--- config.mk ---
export PLATFORM = sky130hd
export DESIGN_NAME = cfg_port_ctrl
export DESIGN_NICKNAME = d
export VERILOG_FILES = /design/src/rtl/cfgp_pkg.sv /design/src/rtl/cfgp_unlock.sv /design/src/rtl/cfgp_globals.sv /design/src/rtl/cfgp_dev_bank.sv /design/src/rtl/cfg_port_ctrl.sv
export SDC_FILE = /design/constraint.sdc
export NUM_CORES = 1
export LEC_CHECK = 0
export ABC_AREA = 1
export BUFFER_PORTS_ARGS = -buffer_cell sky130_fd_sc_hd__buf_2
export CORE_ASPECT_RATIO = 1.2
export CORE_MARGIN = 5
export CORE_UTILIZATION = 55
export DETAILED_ROUTE_END_ITERATION = 10
export PLACE_DENSITY_LB_ADDON = 0.05
export SLEW_MARGIN = 20
export SYNTH_ARGS = -nofsm -noshare
export SYNTH_HDL_FRONTEND = slang
export SYNTH_SLANG_ARGS = --single-unit
export TNS_END_PERCENT = 100
--- constraint.sdc ---
create_clock -name clk -period 2.3 [get_ports clk]
set_input_delay 0.115 -clock clk [delete_from_list [all_inputs] [get_ports clk]]
set_output_delay 0.115 -clock clk [all_outputs]
set_load 0.01 [all_outputs]
--- src/rtl/cfgp_pkg.sv ---
package cfgp_pkg;

  localparam int unsigned BYTE_W = 8;

  // Key bytes of the unlock sequence
  localparam logic [7:0] KEY_FIRST  = 8'h87;
  localparam logic [7:0] KEY_SECOND = 8'h01;
  localparam logic [7:0] KEY_THIRD  = 8'h55;
  localparam logic [7:0] KEY_LOW    = 8'h55;
  localparam logic [7:0] KEY_HIGH   = 8'hAA;

  // Register indices
  localparam logic [7:0] RIX_EXIT    = 8'h02;
  localparam logic [7:0] RIX_DEVNUM  = 8'h07;
  localparam logic [7:0] RIX_CHIPSEL = 8'h22;
  localparam logic [7:0] RIX_SUSP    = 8'h23;
  localparam logic [7:0] RIX_CLKSEL  = 8'h24;
  localparam logic [7:0] RIX_ACT     = 8'h30;

  typedef enum logic [1:0] {
    SEQ_IDLE = 2'd0,
    SEQ_GOT1 = 2'd1,
    SEQ_GOT2 = 2'd2,
    SEQ_GOT3 = 2'd3
  } seq_t;

  typedef struct packed {
    seq_t nxt;
    logic open;
    logic alt;
  } seq_step_t;

  // One step of the key matcher; a mismatch restarts, 0x87 re-arms
  function automatic seq_step_t seq_advance(seq_t cur, logic [7:0] b);
    seq_step_t r;
    r.open = 1'b0;
    r.alt  = 1'b0;
    r.nxt  = (b == KEY_FIRST) ? SEQ_GOT1 : SEQ_IDLE;
    case (cur)
      SEQ_GOT1: if (b == KEY_SECOND) r.nxt = SEQ_GOT2;
      SEQ_GOT2: if (b == KEY_THIRD)  r.nxt = SEQ_GOT3;
      SEQ_GOT3: if (b == KEY_LOW || b == KEY_HIGH) begin
        r.nxt  = SEQ_IDLE;
        r.open = 1'b1;
        r.alt  = (b == KEY_HIGH);
      end
      default: ;
    endcase
    return r;
  endfunction

  // Pair arbitration: both respond until the select register is written
  function automatic logic chip_responds(logic written, logic sel_bit, logic strap);
    return !written || (sel_bit == strap);
  endfunction

endpackage

--- src/rtl/cfgp_unlock.sv ---
module cfgp_unlock
  import cfgp_pkg::*;
(
  input  logic             clk,
  input  logic             rst_n,
  input  logic             key_wr,
  input  logic [BYTE_W-1:0] key_byte,
  input  logic             exit_hit,
  output logic             unlocked,
  output logic             alt_base,
  output logic             open_evt
);

  seq_t      step_q;
  seq_step_t adv;

  always_comb adv = seq_advance(step_q, key_byte);

  assign open_evt = key_wr && !unlocked && adv.open;

  always_ff @(posedge clk) begin
    if (!rst_n) begin
      step_q   <= SEQ_IDLE;
      unlocked <= 1'b0;
      alt_base <= 1'b0;
    end else if (!unlocked) begin
      if (key_wr) begin
        step_q <= adv.nxt;
        if (adv.open) begin
          unlocked <= 1'b1;
          alt_base <= adv.alt;
        end
      end
    end else if (exit_hit) begin
      unlocked <= 1'b0;
      step_q   <= SEQ_IDLE;
    end
  end

endmodule

--- src/rtl/cfgp_globals.sv ---
module cfgp_globals
  import cfgp_pkg::*;
(
  input  logic              clk,
  input  logic              rst_n,
  input  logic              idx_we,
  input  logic              dat_we,
  input  logic              selected,
  input  logic [BYTE_W-1:0] wdata,
  output logic [BYTE_W-1:0] index,
  output logic [BYTE_W-1:0] devnum,
  output logic              sel_written,
  output logic              sel_bit,
  output logic              clk48,
  output logic              susp,
  output logic              exit_hit
);

  logic hit_sel, hit_dev, hit_clk, hit_susp;

  // Exit and controller select act regardless of pair arbitration
  assign exit_hit = dat_we && (index == RIX_EXIT) && wdata[1];
  assign hit_sel  = dat_we && (index == RIX_CHIPSEL);
  assign hit_dev  = dat_we && selected && (index == RIX_DEVNUM);
  assign hit_clk  = dat_we && selected && (index == RIX_CLKSEL);
  assign hit_susp = dat_we && selected && (index == RIX_SUSP);

  always_ff @(posedge clk) begin
    if (!rst_n) begin
      index       <= '0;
      devnum      <= '0;
      sel_written <= 1'b0;
      sel_bit     <= 1'b0;
      clk48       <= 1'b0;
      susp        <= 1'b0;
    end else begin
      if (idx_we)   index  <= wdata;
      if (hit_dev)  devnum <= wdata;
      if (hit_clk)  clk48  <= wdata[0];
      if (hit_susp) susp   <= wdata[0];
      if (hit_sel) begin
        sel_written <= 1'b1;
        sel_bit     <= wdata[7];
      end
    end
  end

endmodule

--- src/rtl/cfgp_dev_bank.sv ---
module cfgp_dev_bank
  import cfgp_pkg::*;
#(
  parameter int unsigned NUM_DEV = 9
) (
  input  logic              clk,
  input  logic              rst_n,
  input  logic              bank_we,
  input  logic [BYTE_W-1:0] devnum,
  input  logic              act_in,
  output logic [NUM_DEV-1:0] act,
  output logic              cur_act
);

  for (genvar g = 0; g < NUM_DEV; g++) begin : g_dev
    always_ff @(posedge clk) begin
      if (!rst_n)                                   act[g] <= 1'b0;
      else if (bank_we && devnum == BYTE_W'(g))     act[g] <= act_in;
    end
  end

  // Activation bit of the selected bank; 0 when no bank is selected
  always_comb begin
    cur_act = 1'b0;
    for (int i = 0; i < NUM_DEV; i++)
      if (devnum == BYTE_W'(i)) cur_act = act[i];
  end

endmodule

--- src/rtl/cfg_port_ctrl.sv ---
module cfg_port_ctrl
  import cfgp_pkg::*;
#(
  parameter int unsigned ADDR_W    = 16,
  parameter int unsigned NUM_DEV   = 9,
  parameter logic [15:0] CFG_PORT  = 16'h002E,
  parameter logic [15:0] BASE_PRI  = 16'h002E,
  parameter logic [15:0] BASE_ALT  = 16'h004E
) (
  input  logic              clk,
  input  logic              rst_n,
  input  logic              bus_wr,
  input  logic              bus_rd,
  input  logic [ADDR_W-1:0] bus_addr,
  input  logic [7:0]        bus_wdata,
  output logic [7:0]        bus_rdata,
  input  logic              strap_in,
  output logic [NUM_DEV-1:0] dev_en,
  output logic              clk48_sel,
  output logic              suspend,
  output logic              chip_sel
);

  localparam logic [ADDR_W-1:0] PORT_A = ADDR_W'(CFG_PORT);
  localparam logic [ADDR_W-1:0] PRI_A  = ADDR_W'(BASE_PRI);
  localparam logic [ADDR_W-1:0] ALT_A  = ADDR_W'(BASE_ALT);

  logic              unlocked, alt_base, open_evt, exit_hit;
  logic [ADDR_W-1:0] base;
  logic              hit_idx, hit_dat;
  logic              idx_we, dat_we, bank_we, key_wr;
  logic [7:0]        index, devnum;
  logic              sel_written, sel_bit, cur_act;

  assign base    = alt_base ? ALT_A : PRI_A;
  assign hit_idx = (bus_addr == base);
  assign hit_dat = (bus_addr == base + ADDR_W'(1));
  assign key_wr  = bus_wr && (bus_addr == PORT_A);
  assign idx_we  = bus_wr && unlocked && hit_idx;
  assign dat_we  = bus_wr && unlocked && hit_dat;
  assign bank_we = dat_we && chip_sel && (index == RIX_ACT) && (devnum < 8'(NUM_DEV));
  assign chip_sel = chip_responds(sel_written, sel_bit, strap_in);

  cfgp_unlock u_unlock (
    .clk      (clk),
    .rst_n    (rst_n),
    .key_wr   (key_wr),
    .key_byte (bus_wdata),
    .exit_hit (exit_hit),
    .unlocked (unlocked),
    .alt_base (alt_base),
    .open_evt (open_evt)
  );

  cfgp_globals u_glob (
    .clk         (clk),
    .rst_n       (rst_n),
    .idx_we      (idx_we),
    .dat_we      (dat_we),
    .selected    (chip_sel),
    .wdata       (bus_wdata),
    .index       (index),
    .devnum      (devnum),
    .sel_written (sel_written),
    .sel_bit     (sel_bit),
    .clk48       (clk48_sel),
    .susp        (suspend),
    .exit_hit    (exit_hit)
  );

  cfgp_dev_bank #(.NUM_DEV(NUM_DEV)) u_bank (
    .clk     (clk),
    .rst_n   (rst_n),
    .bank_we (bank_we),
    .devnum  (devnum),
    .act_in  (bus_wdata[0]),
    .act     (dev_en),
    .cur_act (cur_act)
  );

  always_comb begin
    bus_rdata = 8'hFF;
    if (bus_rd && unlocked && chip_sel) begin
      if (hit_idx) bus_rdata = index;
      else if (hit_dat) begin
        case (index)
          RIX_DEVNUM:  bus_rdata = devnum;
          RIX_CHIPSEL: bus_rdata = {sel_bit, 7'b0};
          RIX_SUSP:    bus_rdata = {7'b0, suspend};
          RIX_CLKSEL:  bus_rdata = {7'b0, clk48_sel};
          RIX_ACT:     bus_rdata = {7'b0, cur_act};
          default:     bus_rdata = 8'h00;
        endcase
      end
    end
  end

endmodule

Word level (Yosys, flattened, before mapping):

Cells that the tools add are included.
Widths: inputs -> output; s select.

* add/subtract/negate cells: 1
* order comparisons: 1
* equal/unequal tests: 26
* multiplexer cells: 27
* bitwise gates (word level): 1
* reductions and logical operators: 31

Operators with widths (count)
* $eq 8x3->1 const B: 5
* $pmux 8 s5: 1
* $eq 8x6->1 const B: 4
* $eq 8x2->1 const B: 3
* $logic_and 1x1->1: 24
* $mux 8: 3
* $eq 16x6->1 const B: 1
* $eq 16x7->1: 1
* $eq 16x8->1: 1
* $eq 8x1->1 const B: 2
* $eq 8x8->1 const B: 2
* $mux 1: 14
* $mux 2: 6
* $add 7x1->8 const B: 1
* $eq 8x4->1 const B: 1
* $eq 8x7->1 const B: 1
* $logic_not 8->1: 1
* $lt 8x4->1 const B: 1
* $mux 7: 1
* $pmux 2 s3: 1
* $eq 2x2->1 const B: 2
* $mux 4: 1
* $reduce_and 3->1: 1
* $eq 2x1->1 const B: 1
* 7 further kinds: 8

* register bits after elaboration: 33
* input port bits: 29
* output and inout port bits: 20
* logic and storage cells: 105

Longest topological paths before layout:

* depth after elaboration: 14
* depth in mapped cells: 13
* depth with buffers taken out: 13

Hierarchy:

From an unflattened synthesis, not the netlist that was laid out.

* cells, all modules: 398
* area total of the unflattened synthesis: 2399.8 µm²

Modules (own cells, without submodules)
* cfgp_globals: instances 1, cells each 129, area an instance 927.1 µm², seq. area each 400.4 µm²
* cfgp_dev_bank: instances 1, cells each 90, area an instance 605.6 µm², seq. area each 180.2 µm²
* cfg_port_ctrl: instances 1, cells each 117, area an instance 535.5 µm², seq. area each 0.0 µm²
* cfgp_unlock: instances 1, cells each 62, area an instance 331.6 µm², seq. area each 80.1 µm²

Worst setup path after synthesis:

No wires, ideal clock.

* kind: reg2reg
* start point: reg u_unlock.alt_base
* end point: reg u_glob.devnum[5]
* library setup time: 116 ps
* arrival time: 1388 ps
* required time: 2184 ps
* setup slack: 795 ps
* stages on the path, launching flop included: 9
* path buffers: 1
* period minus slack after synthesis: 1505 ps
* cell sequence: dfxtp_1 nand3_1 a21oi_4 nand4_2 nor2_2 nand4_2 buf_6 o21ai_1 a21oi_1

* word-level cells in the longest chain between the ends: 6

Ends and longest elaborated chain
* start: declaration: line cfgp_unlock.sv:10 `output logic alt_base,`
* start signal: assignment: line cfgp_unlock.sv:31 `alt_base <= adv.alt;`
* $mux 7: line cfg_port_ctrl.sv:35 `assign base = alt_base ? ALT_A : PRI_A;`
* $add 7x1->8: line cfg_port_ctrl.sv:37 `assign hit_dat = (bus_addr == base + ADDR_W'(1));`
* $eq 16x8->1: line cfg_port_ctrl.sv:37
* $logic_and 1x1->1: line cfg_port_ctrl.sv:40 `assign dat_we = bus_wr && unlocked && hit_dat;`
* $logic_and 1x1->1 (2 in series): line cfgp_globals.sv:24 `assign hit_dev = dat_we && selected && (index == RIX_DEVNUM);`
* end signal: assignment: line cfgp_globals.sv:38 `if (hit_dev) devnum <= wdata;`
* end: declaration: line cfgp_globals.sv:11 `output logic [BYTE_W-1:0] devnum,`

Every way passes these cells.
A chain may end at the register's enable or synchronous reset.

Worst setup path after layout:

* start point: reg u_glob.devnum[4]
* end point: out bus_rdata[0]

* word-level cells in the longest chain between the ends: 14
* elaborated cells between the ends (all ways): 22
* classes of those cells: 8 x eq/ne; 13 x mux; 1 x reduce/logical

Ends and longest elaborated chain
* $logic_not 8->1: line cfgp_dev_bank.sv:26 `if (devnum == BYTE_W'(i)) cur_act = act[i];`
* $mux 1 (8 in series): line cfgp_dev_bank.sv:26
* $mux 1 *: line cfgp_dev_bank.sv:26
* $pmux 8 s5 *: line cfg_port_ctrl.sv:86 `case (index)`
* $mux 8 *: line cfg_port_ctrl.sv:85 `else if (hit_dat) begin`
* $mux 8 *: line cfg_port_ctrl.sv:84 `if (hit_idx) bus_rdata = index;`
* $mux 8 *: line cfg_port_ctrl.sv:83 `if (bus_rd && unlocked && chip_sel) begin`
* end: declaration: line cfg_port_ctrl.sv:16 `output logic [7:0] bus_rdata,`

Every way passes the cells marked *; elsewhere a longest branch is shown, timed or not.

==> impl_metrics.yaml <==
status:
  status: "complete, no violations"
layout:
  fillers: 335
  drive_gt1_share_pct: 22.1
  seqCellArea_um2: 661
  fin_nets: 383
  fin_cells: 392
  syn_to_final_growth_pct: 16.2
  design_area_mm2: 0.00236
  multi_input_area_mm2: 0.00114
  n_antenna_cell: 0
grt:
  antenna_found_initial: 0
  grt_overflow: 0
  grt_pass1_vias: 2114
  grt_pass1_wl_um: 9090
  grt_start_max_net_pins: 31
  track_usage_pct: 22.7
critical_path:
  required_ns: 2.18
  crit_fanout: 5
  crit_end: "bus_rdata[0]"
  worstRegToRegCells: 7
  rr_endpoint: "u_glob.devnum[4]$_SDFFE_PN0P_"
  critical_path_class: "register to output pin"
  crit_arrival_ns: 1.91
  rr_startpoint: "u_unlock.alt_base$_SDFFE_PN0P_"
  ff2ff_setup_slack_ns: 0.49
  startpoint: "u_glob.devnum[4]$_SDFFE_PN0P_"
  critPathLaunchType: "register"
  cp-end-kind: "output pin"
drt:
  drc: 0
  vias: 2142
  ant_nets: 0
  wl_per_cell_um: 13.6
  drt_iter0_drc: 96
  drt_wl_total_um: 5330
  drt-vias-per-instance: 5.46
  firstDrtPassIters: 5
floorplan:
  die_h_um: 76.6
  die_x_um: 65.5
  core_mm2: 0.00360
  pin_count: 49
  die_area_mm2: 0.00502
  start_util_pct: 56.4
  core.rowCount: 24
placed_design:
  dp_cells: 386
  port-buffer-count: 48
  dpl.hpwl_um: 4140
  place_congestion: 0.962
  postPlaceCellArea_mm2: 0.00228
  dp_slack_ns: 0.499
sta:
  setup_ws_ns: 0.272
  maxSlewHeadroom_pct: 69.0
  period_share_pct: 88.2
  setup_viol: 0
  clock_skew_ns: 0.00630
  rsz0062_at_grt: "false"
  tns_ns: 0
  max_freq_mhz: 493
  period_minus_slack_ns: 2.03
  slew_violations: 0
  worst_slew_pin_slew_ns: 0.465
  hold_violations: 0
logic_synthesis:
  synthSimpleGateAreaFrac_pct: 34.3
  synthesis.area_mm2: 0.00203
  ys_types: 28
  synth_top_area_share_pct: 32.5
  ys_seq_area_share_pct: 32.5
  synth_top_area_cell: "dfxtp_1"
  synth.area.mux_share_pct: 0
  yosys-top-cells-area: "dfxtp_1 (32%), a21oi_1 (8.9%), inv_1 (8.9%)"
  synth_fp_nets: 333
  syn_avg_cell_area_um2: 6.69
  synth_compound_area_share_pct: 21.7
  synth_xor_xnor_area_share_pct: 0
  synth_warnings: 0
  synth_top_family_by_area: "simple AND/OR/NAND/NOR gates"
  postSynthCellCount: 304
  ys_ff_latch: 33
  synth_fa_ha_area_share_pct: 0
clock_network:
  numCtsBuffers: 5
  clk_pin_slew_ns: 0.06
  insertion_delay_ns: 0.28
  clk_path_buf_depth: 2
  post-cts-setup-buffers: 0
  cts-root-buf: "clkbuf_8"
  cts_resized: 0
  cts-hold-fix-buffers: 0
  clock_sinks: 33
  cts_tree: "done"
  cts.htree.levels: 2
flow_run:
  maxCapViolCount: 0
pwr:
  ir_worst_vdd_uv: 346
  p_leak_nw: 1.09
  p_per_area_mw_per_mm2: 443
worst_hold_path:
  worstHoldPathType: "input port to register"
==> through the flow <==
step / utilization, % / hold slack (ns) / power (mW)
floorplan: - / 0.243 / 0.616
global placement: 63.3 / 0.420 / 0.655
detailed placement: 63.3 / 0.421 / 0.655
CTS: 65.4 / 0.122 / 1.05
global route: 65.6 / 0.131 / 1.08
finish: 65.6 / 0.125 / 1.05
==> report_power, final <==
part	internal (mW)	switching (mW)	total, mW	leakage [nW]
registers	0.571	0.000000240	0.571	0.266
logic	0.0272	0.0453	0.0725	0.784
clock network	0.199	0.204	0.403	0.0399
==> cells in the final DEF (no fill, tap or decap), drive strengths merged <==
cell,n
a21oi,37
buf,49
clkbuf,5
clkinv,1
dfxtp,33
inv,49
nand2,47
nand3,18
nand4,11
nor2,45
nor3,6
nor4,5
o21ai,37
o22ai,8
o41ai,1
or2,1
==> layout make-up <==
cell class,instances,share of cell area (%)
Clock buffer,5,2.91
Tap cell,39,2.07
Sequential cell,33,28.0
Clock inverter,1,0.212
Inverter,49,7.89
Multi-Input combinational cell,216,48.5
Timing Repair Buffer,49,10.5
==> synthesized netlist by cell type, drive strengths merged <==
library cell / number
nor2: 45
nand2: 47
o21ai: 37
nand3: 18
dfxtp: 33
clkbuf: 3
nor4: 5
or2: 1
nor3: 6
buf: 3
nand4: 11
inv: 49
o22ai: 8
a21oi: 37
o41ai: 1
==> worst max-delay path, cell delays in order (launching register included) <==
cell,delay (ns)
dfxtp_1,0.32
nor2_1,0.13
nand2_2,0.13
nor2_4,0.14
nand2_1,0.10
or2_0,0.21
nand2_1,0.07
nand2_1,0.04
nand2_1,0.05
nand4_1,0.07
nand2_1,0.07
nand3_1,0.06
nand2_1,0.06
nand2_1,0.05
buf_2,0.13
==> worst min path at each step <==
stage,startpoint,slack (ns),endpoint,depth (start not counted)
4_1_cts,bus_wdata[5],0.12,u_glob.index[5]$_SDFFE_PN0P_,3
6_report,bus_wdata[5],0.13,u_glob.index[5]$_SDFFE_PN0P_,3
3_3_place_gp,bus_wdata[2],0.42,u_glob.index[2]$_SDFFE_PN0P_,3
5_1_grt,bus_wdata[3],0.13,u_glob.index[3]$_SDFFE_PN0P_,3
3_5_place_dp,bus_wdata[5],0.42,u_glob.index[5]$_SDFFE_PN0P_,3
2_1_floorplan,bus_wdata[5],0.24,u_glob.index[5]$_SDFFE_PN0P_,2
==> cell families (layout without fill, tap and decap cells) <==
group                  Yosys count  count (layout)
buffers and inverters           55             104
DFF                             33              33
and+or+nand+nor                133             133
AOI/OAI and AO/OA               83              83
==> registers in the layout (all words and copies together) (netlist names) <==
name / flops
u_bank.act: 9
u_glob.clk48: 1
u_glob.devnum: 8
u_glob.index: 8
u_glob.sel_bit: 1
u_glob.sel_written: 1
u_glob.susp: 1
u_unlock.alt_base: 1
u_unlock.step_q: 2
u_unlock.unlocked: 1
==> metal layers <==
metal / vias up / routed length (um) / track usage (%)
met2: 66 / 2770 / 40.6
met5: - / 0 / 0
li1: 1114 / - / -
met1: 947 / 2060 / 25.3
met4: 0 / 140 / 9.13
met3: 15 / 352 / 5.01
No activity file was read; power rests on OpenSTA's default activity.
